File: config.mk
export PLATFORM = sky130hd
export DESIGN_NAME = pbseq_power_sequencer
export DESIGN_NICKNAME = d
export VERILOG_FILES = /design/src/rtl/pbseq_pkg.sv /design/src/rtl/pbseq_interval.sv /design/src/rtl/pbseq_edge.sv /design/src/rtl/pbseq_ctrl.sv /design/src/rtl/pbseq_power_sequencer.sv
export SDC_FILE = /design/constraint.sdc
export NUM_CORES = 1
export LEC_CHECK = 0
export BUFFER_PORTS_ARGS = -buffer_cell sky130_fd_sc_hd__buf_4
export CAP_MARGIN = 20
export CORE_MARGIN = 2
export CORE_UTILIZATION = 30
export CTS_CLUSTER_SIZE = 12
export DETAILED_ROUTE_END_ITERATION = 8
export GPL_ROUTABILITY_DRIVEN = 0
export PLACE_DENSITY = 0.48
export SLEW_MARGIN = 40
export SYNTH_ARGS = -nofsm -noshare
export SYNTH_HDL_FRONTEND = slang
export SYNTH_SLANG_ARGS = --single-unit
File: constraint.sdc
create_clock -name clk -period 3 [get_ports clk]
set_clock_uncertainty 0.2 [all_clocks]
set_input_delay 0 -clock clk [delete_from_list [all_inputs] [get_ports clk]]
set_output_delay 0 -clock clk [all_outputs]
set_load 0.005 [all_outputs]
File: src/rtl/pbseq_pkg.sv
package pbseq_pkg;

  typedef enum logic [2:0] {
    ST_OFF      = 3'd0,
    ST_ON_DEB   = 3'd1,
    ST_UP       = 3'd2,
    ST_INT_DEB  = 3'd3,
    ST_INT_HOLD = 3'd4,
    ST_SHUT     = 3'd5
  } seq_state_t;

  // Largest of three interval lengths, used to size the counters.
  function automatic int unsigned max3(int unsigned a, int unsigned b, int unsigned c);
    int unsigned m;
    m = (a > b) ? a : b;
    return (m > c) ? m : c;
  endfunction

  // States in which the converter is allowed to run.
  function automatic logic is_powered(seq_state_t s);
    return (s == ST_UP) || (s == ST_INT_DEB) || (s == ST_INT_HOLD) || (s == ST_SHUT);
  endfunction

  // States that hold the interrupt line asserted.
  function automatic logic irq_active(seq_state_t s);
    return (s == ST_INT_HOLD) || (s == ST_SHUT);
  endfunction

endpackage

File: src/rtl/pbseq_interval.sv
module pbseq_interval #(
  parameter int W = 8
) (
  input  logic         clk,
  input  logic         rst,
  input  logic         clr,
  input  logic         tick,
  input  logic [W-1:0] limit,
  output logic [W-1:0] cnt,
  output logic         done
);

  assign done = (cnt >= limit);

  always_ff @(posedge clk) begin
    if (rst || clr) begin
      cnt <= '0;
    end else if (tick && !done) begin
      cnt <= cnt + 1'b1;
    end
  end

endmodule

File: src/rtl/pbseq_edge.sv
module pbseq_edge (
  input  logic clk,
  input  logic d,
  output logic rise,
  output logic fall
);

  logic prev_q;

  // The previous value is tracked through reset as well, so a level
  // already present at reset release is not seen as an edge.
  always_ff @(posedge clk) begin
    prev_q <= d;
  end

  assign rise = d & ~prev_q;
  assign fall = ~d & prev_q;

endmodule

File: src/rtl/pbseq_ctrl.sv
module pbseq_ctrl
  import pbseq_pkg::*;
#(
  parameter int W        = 8,
  parameter int ON_LIM   = 28,
  parameter int INT_LIM  = 26,
  parameter int OFF_LIM  = 0,
  parameter int WAIT_LIM = 400
) (
  input  logic         clk,
  input  logic         rst,
  input  logic         pb_n,
  input  logic         dig_mode,
  input  logic         dig_rise,
  input  logic         dig_fall,
  input  logic         kill_n,
  input  logic         ext_stb,
  input  logic         phase_done,
  input  logic         blank_done,
  output seq_state_t   state,
  output logic         phase_clr,
  output logic [W-1:0] phase_limit,
  output logic         turn_on,
  output logic         kill_hit,
  output logic         wait_restart
);

  seq_state_t nxt;
  logic       armed_q;

  assign kill_hit = is_powered(state) && blank_done && !kill_n;

  always_comb begin
    nxt          = state;
    wait_restart = 1'b0;
    if (kill_hit) begin
      nxt = ST_OFF;
    end else begin
      unique case (state)
        ST_OFF: begin
          if (dig_mode) begin
            if (dig_rise) nxt = ST_UP;
          end else if (!pb_n) begin
            nxt = ST_ON_DEB;
          end
        end
        ST_ON_DEB: begin
          if (pb_n)            nxt = ST_OFF;
          else if (phase_done) nxt = ST_UP;
        end
        ST_UP: begin
          if (dig_mode) begin
            if (dig_fall) nxt = ST_SHUT;
          end else if (armed_q && !pb_n) begin
            nxt = ST_INT_DEB;
          end
        end
        ST_INT_DEB: begin
          if (pb_n)            nxt = ST_UP;
          else if (phase_done) nxt = ST_INT_HOLD;
        end
        ST_INT_HOLD: begin
          if (pb_n)            nxt = ST_UP;
          else if (phase_done) nxt = ST_SHUT;
        end
        ST_SHUT: begin
          if (ext_stb)         wait_restart = 1'b1;
          else if (phase_done) nxt = ST_OFF;
        end
        default: nxt = ST_OFF;
      endcase
    end
  end

  assign turn_on   = (nxt == ST_UP) && ((state == ST_OFF) || (state == ST_ON_DEB));
  assign phase_clr = (nxt != state) || wait_restart;

  always_comb begin
    unique case (state)
      ST_ON_DEB:   phase_limit = W'(ON_LIM);
      ST_INT_DEB:  phase_limit = W'(INT_LIM);
      ST_INT_HOLD: phase_limit = W'(OFF_LIM);
      ST_SHUT:     phase_limit = W'(WAIT_LIM);
      default:     phase_limit = '0;
    endcase
  end

  always_ff @(posedge clk) begin
    if (rst) begin
      state   <= ST_OFF;
      armed_q <= 1'b0;
    end else begin
      state <= nxt;
      if (turn_on)   armed_q <= 1'b0;
      else if (pb_n) armed_q <= 1'b1;
    end
  end

endmodule

File: src/rtl/pbseq_power_sequencer.sv
module pbseq_power_sequencer
  import pbseq_pkg::*;
#(
  parameter int BASE_MS      = 26,
  parameter int EXTRA_ON_MS  = 0,
  parameter int EXTRA_OFF_MS = 0,
  parameter int WAIT_MS      = 400,
  parameter int BLANK_MS     = 400
) (
  input  logic       clk,
  input  logic       rst,
  input  logic       pb_n,
  input  logic       dig_mode,
  input  logic       onoff,
  input  logic       kill_n,
  input  logic       ext_stb,
  input  logic       tick_ms,
  output logic       en_release,
  output logic       int_n,
  output logic [2:0] seq_state
);

  localparam int ON_MS = BASE_MS + EXTRA_ON_MS;
  localparam int CW    = $clog2(max3(ON_MS, WAIT_MS, BLANK_MS) + 1) + 1;

  seq_state_t    state;
  logic          dig_rise, dig_fall;
  logic          phase_clr, phase_done, blank_done;
  logic          turn_on, kill_hit, wait_restart;
  logic [CW-1:0] phase_limit, phase_cnt, blank_cnt;

  pbseq_edge u_onoff_edge (
    .clk  (clk),
    .d    (onoff),
    .rise (dig_rise),
    .fall (dig_fall)
  );

  pbseq_interval #(.W(CW)) u_phase (
    .clk   (clk),
    .rst   (rst),
    .clr   (phase_clr),
    .tick  (tick_ms),
    .limit (phase_limit),
    .cnt   (phase_cnt),
    .done  (phase_done)
  );

  pbseq_interval #(.W(CW)) u_blank (
    .clk   (clk),
    .rst   (rst),
    .clr   (turn_on),
    .tick  (tick_ms),
    .limit (CW'(BLANK_MS)),
    .cnt   (blank_cnt),
    .done  (blank_done)
  );

  pbseq_ctrl #(
    .W        (CW),
    .ON_LIM   (ON_MS),
    .INT_LIM  (BASE_MS),
    .OFF_LIM  (EXTRA_OFF_MS),
    .WAIT_LIM (WAIT_MS)
  ) u_ctrl (
    .clk          (clk),
    .rst          (rst),
    .pb_n         (pb_n),
    .dig_mode     (dig_mode),
    .dig_rise     (dig_rise),
    .dig_fall     (dig_fall),
    .kill_n       (kill_n),
    .ext_stb      (ext_stb),
    .phase_done   (phase_done),
    .blank_done   (blank_done),
    .state        (state),
    .phase_clr    (phase_clr),
    .phase_limit  (phase_limit),
    .turn_on      (turn_on),
    .kill_hit     (kill_hit),
    .wait_restart (wait_restart)
  );

  assign en_release = is_powered(state);
  assign int_n      = ~irq_active(state);
  assign seq_state  = state;

endmodule

# Yosys cells after proc, flatten, opt, wreduce, memory -nomap -nowiden
# Index checks and enable logic that the tools add are counted.
# word_totals
ff_bits,25
output_inout_bits,5
elab_cells,62
# op_classes
addsub,2
eq_ne,7
n_reduce_logical,21
mux,20
n_lt_le_gt_ge,2
bitwise,5
# ops
op,n
$mux W3,15
$add A10 B1 Y10 const B,2
$pmux W3 S6,1
$pmux W9 S2,1
$ge A10 B10 Y1,1
$ge A10 B9 Y1 const B,1
$eq A3 B2 Y1 const B,3
$logic_or A1 B1 Y1,8
$eq A3 B3 Y1 const B,2
$logic_and A1 B1 Y1,6
$logic_not A1 Y1,4
$reduce_or A2 Y1,2
$eq A3 B1 Y1 const B,1
$logic_not A3 Y1,1
$mux W1,3
$ne A3 B3 Y1,1
$not A1 Y1,3
$and A1 B1 Y1,2

# Depth between registers and ports, before layout
# Gate-level depths: netlist of the first run.
# logic_depth
depth_word,11
depth_mapped,12
depth_no_buf,10

# Hierarchy
# From an unflattened synthesis of the first run, not the netlist that was laid out.
# hier_totals
cells_unflattened,274
hier_area_um2,2167.1
# by_module_without_submodules
mod,area_each_um2,cells_each,n_inst
pbseq_interval,788.3,99,2
pbseq_ctrl,524.3,67,1
pbseq_edge,35.0,3,1
pbseq_power_sequencer,31.3,6,1

# Worst setup path before layout of the first run
# OpenSTA, ideal clock, no wires.
# synth_timing
path_kind,reg2reg
from,register u_ctrl.state[2]
to,register u_blank.cnt[0]
period_less_slack_ns,2.934
stages_incl_launch_ff,12
t_arrival_ns,2.594
slack_ns,0.066
required_time_ns,2.659
path_cell_list,dfxtp_1 -> clkbuf_1 -> and3b_1 -> nor2_1 -> ha_1 -> or2_4 -> nor4_4 -> or4_1 -> o2111ai_2 -> nor4_4 -> buf_6 -> nor3_2
# synth_via
elab_chain_cells,11
# synth_rtl
element,line,text
"start, declared",pbseq_ctrl.sv:20,"output seq_state_t state,"
"start signal, assigned",pbseq_ctrl.sv:93,state <= nxt;
$eq A3 B2 Y1 or $eq A3 B1 Y1 (tied branches),-,
$reduce_or A2 Y1 (no source line),-,
$pmux W9 S2,pbseq_ctrl.sv:79,unique case (state)
$ge A10 B10 Y1,pbseq_interval.sv:13,assign done = (cnt >= limit);
"$mux W3, on equally long branches (2 in a row)",-,
$pmux W3 S6,pbseq_ctrl.sv:39,unique case (state)
$mux W3,pbseq_ctrl.sv:36,if (kill_hit) begin
$eq A3 B2 Y1,pbseq_ctrl.sv:75,assign turn_on = (nxt == ST_UP) && ((state == ST_OFF) || (state == ST_ON_DEB));
$logic_and A1 B1 Y1 (*),pbseq_ctrl.sv:75,
$logic_or A1 B1 Y1 (*),pbseq_interval.sv:16,if (rst || clr) begin
"end signal, assigned",pbseq_interval.sv:19,cnt <= cnt + 1'b1;
"end, declared",pbseq_interval.sv:9,"output logic [W-1:0] cnt,"
# Every way passes the cells marked *; elsewhere a longest branch is shown, timed or not.
# A chain may end at the register's enable or synchronous reset.

# Worst setup path after layout of the first run
# layout_timing
from,register u_ctrl.state[2]
to,register u_blank.cnt[9]
# The elaborated chain is that of the path after synthesis.

==> results of run 1 <==
[layout make-up]
cell class,count,share of cell area [%]
multi-input cells,160,58.3
flip-flops and latches,25,23.7
repair buffers,24,9.61
well taps,72,4.27
clock buffers,4,2.14
inverters,11,1.96
[worst register-to-register path, stage by stage, from the launching register on]
cell and delay (ns):
dfxtp_1 0.32, nand2b_1 0.19, inv_2 0.10, nor2_1 0.06, ha_1 0.17, or2_4 0.24
nor4_4 0.39, buf_4 0.20, o2111a_1 0.24, nor4_4 0.06, nor4_4 0.28, buf_12 0.19
nor3b_1 0.06
[through the flow]
step / instance area (um^2) / total power (uW) / instances / utilization [%]
2_1_floorplan: 1770 / 463 / 203 / -
3_3_place_gp: 1990 / 519 / 288 / 35.4
3_5_place_dp: 1990 / 518 / 288 / 35.4
4_1_cts: 2070 / 724 / 296 / 36.9
5_1_grt: 2110 / 765 / 296 / 37.6
6_report: 2110 / 720 / 296 / 37.6
[kinds of logic after synthesis]
kind of cell | Yosys count | share of synthesized area [%]
compound gates | 33 | 15.3
xor+xnor | 15 | 7.43
fa+ha+maj | 11 | 7.78
buf+inv | 18 | 4.32
flops | 25 | 28.3
mux | 2 | 1.13
simple gates | 99 | 35.7
[Yosys cell counts (5+ instances only)]
cell type  instances  area share [%]
nand4_1            7             2.5
xor2_1             7             3.5
nand3_1            8             2.3
dfxtp_1           25              28
ha_1              11             7.8
xnor2_1            8             4.0
nor3_2            10             5.7
nand2_1           11             2.3
clkbuf_1           5             1.1
nor3_1             8             2.3
nor2_1            20             4.2
inv_1             10             2.1
[layer usage]
metal  routed length, um  GRT usage, %  share of wire (%)
met1                2090          19.1                 52
met2                1780          22.3                 44
met4                  33          2.03               0.82
met3                 131          2.89                3.3
met5                   0             0                  0
[sequential cells by signal, summed over array words and instances, names as in the netlist]
name and count:
u_ctrl.state 3, u_blank.cnt 10, u_onoff_edge.prev_q 1, u_ctrl.armed_q 1, u_phase.cnt 10
[where the power goes]
part	internal [uW]	total, uW	leakage (uW)	switching, uW
clock network	94.8	199	0.0000228	104
logic	72.9	171	0.000561	98.4
registers	341	350	0.000203	9.22
total	509	720	0.000786	212
[worst paths after layout]
check,slack [ns],startpoint,end
min reg2reg,0.31,u_blank.cnt[9]$_SDFFE_PP0P_,u_blank.cnt[9]$_SDFFE_PP0P_
min,0.07,dig_mode,u_ctrl.state[0]$_SDFF_PP0_
max reg2reg,0.21,u_ctrl.state[2]$_SDFF_PP0_,u_blank.cnt[9]$_SDFFE_PP0P_
max,0.21,u_ctrl.state[2]$_SDFF_PP0_,u_blank.cnt[9]$_SDFFE_PP0P_
[what timing repair did]
action | in CTS | in global routing
hold endpoints to repair | 15 | 0
gates resized for setup | 0 | 5
hold buffers | 4 | 0
setup buffers | 0 | 0
endpoints found under the setup margin | 0 | 21
==> results by group, run 1 <==
Outcome
  • Status: completed

Floorplanning
  • Core Region: 5610 um^2
  • Die height: 80.8 um
  • Core Rows: 27
  • I/O pin total: 13
  • Die area: 6520 um^2
  • Initial core utilization: 31.5%
  • Width of the die: 80.8 um

STA
  • Final Cycle Share: 93.0%
  • Peak Freq: 358 MHz
  • Max Slew Vio Count: 0
  • Worst-margin pin slew: 0.679 ns
  • Worst setup slack after layout: 0.209 ns
  • Fin Setup TNS: 0 ns
  • Setup violators final: 0
  • RSZ-0062 raised after global routing: false
  • Relative slew slack: 54.8%
  • Final min period: 2.79 ns
  • Minimum hold slack: 0.0699 ns
  • Hold Vio Cnt, Final: 0

Critical path
  • Critical Path Source Type: flop
  • R2R cell count: 12
  • Critical path peak fanout: 11
  • CP delay by family, top: simple AND/OR/NAND/NOR gates
  • Worst setup EP type: flop
  • CP bufs+invs: 3
  • Crit path depth: 12
  • Slowest stage cell, crit path: nor4_4
  • Crit path required time: 2.96 ns
  • Critical-path cell list: nand2b_1, inv_2, nor2_1, ha_1, or2_4, nor4_4, buf_4, o2111a_1, nor4_4, nor4_4, buf_12, nor3b_1
  • CP arrival: 2.75 ns
  • Worst path max stage delay: 0.39 ns
  • WS Path Type: flop to flop
  • Worst path most repeated cell: nor4_4

Detailed routing
  • Final ANT Viol Nets: 0
  • Vias per cell: 5.25
  • Starting DRT DRC Count: 93
  • Final WL: 4030 um
  • Via Count: 1,555
  • Router iterations before antenna repair: 4
  • Routed WL per cell: 13.6 um
  • Post-route DRC violation count: 0

Final layout
  • Area of the multi-input gates: 1230 um^2
  • Most frequent cells in the layout: 25 x dfxtp_1, 20 x nor2_1, 19 x buf_4
  • Most common cell after layout, fill and taps aside: dfxtp_1
  • Antenna Cells: 0
  • # fillers: 602
  • Fin nets: 244
  • Area Growth Syn to Fin: 19.2%
  • Layout cell share with drive strength beyond 1: 22.3%
  • Seq. cell area: 500 um^2

Global route
  • GR Util All Layers: 13.7%
  • Final global-route overflow total: 0
  • Initial antenna violation count: 0
  • Number of global-route vias before repair: 1,483
  • First-pass GRT wire length: 7110 um
  • Largest net degree at the start of global routing: 17

Clock tree
  • Clock Path Buffers: 2
  • Root buffer cell: clkbuf_8
  • CTS Buf Count: 3
  • Reg clk slew, reported paths: 0.09 ns
  • CTS tree: done
  • Clk Latency, worst-skew pair: 0.26 ns
  • Clock sink total: 25
  • H-tree Lvls: 1

Run
  • Max-cap violations: 0

Logic synthesis
  • Syn nets: 222
  • Synth Register Bits: 25
  • Synth Instances: 203
  • Cell Area, Synth: 1770 um^2
  • Primary FF master, synth: dfxtp_1
  • Number of synthesized flops with an enable pin: 0
  • Post-synth ARST share: 0%
  • Register area share after synthesis: 28.3%
  • Synthesis warning total: 0
  • Syn avg cell area: 8.71 um^2
  • Post-synth cell types: 56

Power
  • Pwr/cell area: 342 nW/um^2
  • Worst vdd ir: 0.249 mV
  • Leak pwr: 0.000786 uW

Placement
  • Hpwl dp: 3100 um
  • Pre-CTS WS: 0.158 ns
  • # port buffers: 12

Hold path
  • Hold depth: 5
  • Hold Path Class: primary input to flop
Note: power is estimated with default switching activity, not from simulation.
==> run 2, diff against run 1 <==
CORE_UTILIZATION = 45   (was 30)
CTS_CLUSTER_SIZE = 8   (was 12)
HOLD_SLACK_MARGIN = 0.05   (was unset)
PLACE_DENSITY = 0.66   (was 0.48)
==> run 2 against run 1 <==
Global-route usage grew 5.0 points. Clock-buffer cell count is 1 lower. Die area shrank 32%. Highest routed layer unchanged. First-iteration DRC count is 74% higher. Largest cell class unchanged. Sequential share of layout area increased by 0.18 points. Hold slack lost 0.0081 ns. Utilization increased by 19 points. Power rose by 1.7%. Non-clock buffer count up 1. Critical path type unchanged. Critical path depth decreased by 2.
==> results by group, run 2 (synthesis gave the netlist of run 1 again) <==
Final layout
  • Most common cell after layout, fill and taps aside: dfxtp_1 (unchanged)
  • # fillers: 345 (was 602)
  • Layout cell share with drive strength beyond 1: 24.0% (was 22.3%)
  • Top flop regs: u_blank.cnt: 10 flops, u_phase.cnt: 10 flops, u_ctrl.state: 3 flops (unchanged)
  • Seq. cell area: 500 um^2 (unchanged)
  • Fin nets: 245 (was 244)
  • Most frequent cells in the layout: 25 x dfxtp_1, 20 x nor2_1, 20 x buf_4 (was 25 x dfxtp_1, 20 x nor2_1, 19 x buf_4)
  • Area Growth Syn to Fin: 18.3% (was 19.2%)
  • Area of the multi-input gates: 1240 um^2 (was 1230 um^2)
  • Non-Filler Instances: 273 (was 296)
  • Antenna Cells: 0 (unchanged)
  • Utilization after layout: 56.3% (was 37.6%)

Critical path
  • R2R setup slack: 0.12 ns (was 0.21 ns)
  • CP bufs+invs: 2 (was 3)
  • CP delay by family, top: simple AND/OR/NAND/NOR gates (unchanged)
  • Worst path max stage delay: 0.41 ns (was 0.39 ns)
  • Crit. Startpoint: u_ctrl.state[0]$_SDFF_PP0_ (was u_ctrl.state[2]$_SDFF_PP0_)
  • CP arrival: 2.85 ns (was 2.75 ns)
  • Critical path peak fanout: 11 (unchanged)
  • Critical-path cell list: and3b_1, inv_1, ha_1, nand4bb_2, and4_1, o21ai_2, o2111ai_4, nor4_4, buf_6, nor3b_1 (was nand2b_1, inv_2, nor2_1, ha_1, or2_4, nor4_4, buf_4, o2111a_1, nor4_4, nor4_4, buf_12, nor3b_1)
  • Worst r2r dst: u_blank.cnt[9]$_SDFFE_PP0P_ (unchanged)
  • Critical Path Source Type: flop (unchanged)
  • Worst setup EP type: flop (unchanged)
  • Slowest stage cell, crit path: dfxtp_1 (was nor4_4)
  • R2r startpoint: u_ctrl.state[0]$_SDFF_PP0_ (was u_ctrl.state[2]$_SDFF_PP0_)
  • WS Path Type: flop to flop (unchanged)
  • R2R cell count: 10 (was 12)
  • Crit path required time: 2.96 ns (about the same)

Floorplanning
  • Die area: 4450 um^2 (was 6520 um^2)
  • Width of the die: 66.7 um (was 80.8 um)
  • I/O pin total: 13 (unchanged)
  • Core Rows: 22 (was 27)
  • Die height: 66.7 um (was 80.8 um)
  • Core Region: 3720 um^2 (was 5610 um^2)
  • Initial core utilization: 47.6% (was 31.5%)

Hold path
  • Worst hold endpoint: u_ctrl.state[0]$_SDFF_PP0_ (unchanged)
  • Hold_sp: dig_mode (unchanged)
  • Hold Path Class: primary input to flop (unchanged)
  • Hold depth: 5 (unchanged)

Power
  • Switching power of the nets: 226 uW (was 212 uW)
  • PnR Total Power: 733 uW (was 720 uW)
  • Cell Int Power: 507 uW (was 509 uW)
  • Combinational power share: 22.5% (was 23.8%)
  • Pwr/cell area: 350 nW/um^2 (was 342 nW/um^2)
  • Clock Power Share: 29.4% (was 27.6%)
  • Leak pwr: 0.000792 uW (was 0.000786 uW)
  • Power share of the sequential group: 48.0% (was 48.6%)
  • Sw frac: 30.8% (was 29.4%)
  • Worst vdd ir: 0.313 mV (was 0.249 mV)

Placement
  • Hpwl dp: 2800 um (was 3100 um)
  • Pre-CTS WS: 0.0911 ns (was 0.158 ns)
  • # port buffers: 12 (unchanged)
  • Inst Count DP: 262 (was 288)

STA
  • Peak Freq: 347 MHz (was 358 MHz)
  • Setup violators final: 0 (unchanged)
  • Relative slew slack: 54.4% (was 54.8%)
  • Worst-margin pin slew: 0.684 ns (was 0.679 ns)
  • Worst setup slack after layout: 0.116 ns (was 0.209 ns)
  • Max Slew Vio Count: 0 (unchanged)
  • Final min period: 2.88 ns (was 2.79 ns)
  • Hold Vio Cnt, Final: 0 (unchanged)
  • Fin Setup TNS: 0 ns (unchanged)
  • Final Cycle Share: 96.1% (was 93.0%)

Outcome
  • Status: completed (unchanged)

Clock tree
  • H-tree Lvls: 1 (unchanged)
  • Reg clk slew, reported paths: 0.10 ns (was 0.09 ns)
  • Clock sink total: 25 (unchanged)
  • Clock Path Buffers: 2 (unchanged)
  • CTS Buf Count: 3 (unchanged)
  • Clk Latency, worst-skew pair: 0.27 ns (was 0.26 ns)
  • Root buffer cell: clkbuf_8 (unchanged)
  • CTS tree: done (unchanged)

Global route
  • Largest net degree at the start of global routing: 17 (unchanged)
  • GRT met1 Usage: 25.7% (was 19.1%)
  • Initial antenna violation count: 0 (unchanged)
  • Number of global-route vias before repair: 1,436 (was 1,483)
  • GR Util met3: 3.04% (was 2.89%)
  • Final global-route overflow total: 0 (unchanged)
  • Met2 Usage GRT: 30.9% (was 22.3%)
  • GR Util All Layers: 18.8% (was 13.7%)
  • First-pass GRT wire length: 6530 um (was 7110 um)
  • Most Used Layer, Global Route: met2 (unchanged)

Run
  • Max-cap violations: 0 (unchanged)

Detailed routing
  • Router iterations before antenna repair: 4 (unchanged)
  • Via Count: 1,584 (was 1,555)
  • Vias per cell: 5.80 (was 5.25)
  • Routed WL per cell: 14.8 um (was 13.6 um)
  • Starting DRT DRC Count: 162 (was 93)
  • Post-route DRC violation count: 0 (unchanged)
  • Final WL: 4030 um (about the same)
  • Final ANT Viol Nets: 0 (unchanged)
## run 2: power by group through the flow
stage,logic [uW],registers (uW),clock network (uW)
floorplan,105,358,0
global placement,147,359,0
detailed placement,146,359,0
CTS,151,352,226
global route,180,353,238
finish,165,352,216
## run 2: stage by stage
step / hold WS [ns] / cell area (um^2)
6_report: 0.0618 / 2090
5_1_grt: 0.109 / 2090
4_1_cts: 0.0575 / 2020
3_5_place_dp: -0.0625 / 1930
3_3_place_gp: -0.0618 / 1930
2_1_floorplan: -0.172 / 1770
## run 2: final cells by class
cell class | instances | area share, %
clock inverters | 1 | 0.419
multi-input cells | 160 | 59.2
repair buffers | 25 | 9.63
flip-flops and latches | 25 | 23.9
inverters | 11 | 1.97
well taps | 48 | 2.87
clock buffers | 3 | 1.97
## run 2: worst max path at each step
| stage | to | slack, ns | cells after the start |
|---|---|---|---|
| 2_1_floorplan | u_blank.cnt[0]$_SDFFE_PP0P_ | 0.07 | 11 |
| 3_3_place_gp | u_blank.cnt[9]$_SDFFE_PP0P_ | 0.1 | 10 |
| 3_5_place_dp | u_phase.cnt[7]$_SDFFE_PP0P_ | 0.09 | 9 |
| 4_1_cts | u_phase.cnt[7]$_SDFFE_PP0P_ | 0.07 | 9 |
| 5_1_grt | u_blank.cnt[9]$_SDFFE_PP0P_ | -0.02 | 10 |
| 6_report | u_blank.cnt[9]$_SDFFE_PP0P_ | 0.12 | 10 |
## run 2: repair_timing
item / 4_1_cts / 5_1_grt
setup endpoints to repair: 0 / 21
buffers inserted: 0 / 3
hold endpoints to repair: 20 / 0
resized for setup: 0 / 8
hold buffers: 4 / 0
## run 2: worst min-delay path: cells and delay by family
family	cells	cell delay (ns)
AND/OR/NAND/NOR	3	0.25
buffers and inverters	1	0.10
AO/OA/AOI/OAI	1	0.15
## run 2: layer usage
layer  vias to the layer above  part of all wire (%)
met3                         4                   6.1
met1                       736                    47
met4                         0                   1.2
met5                         -                     0
met2                        54                    46
li1                        790                     -
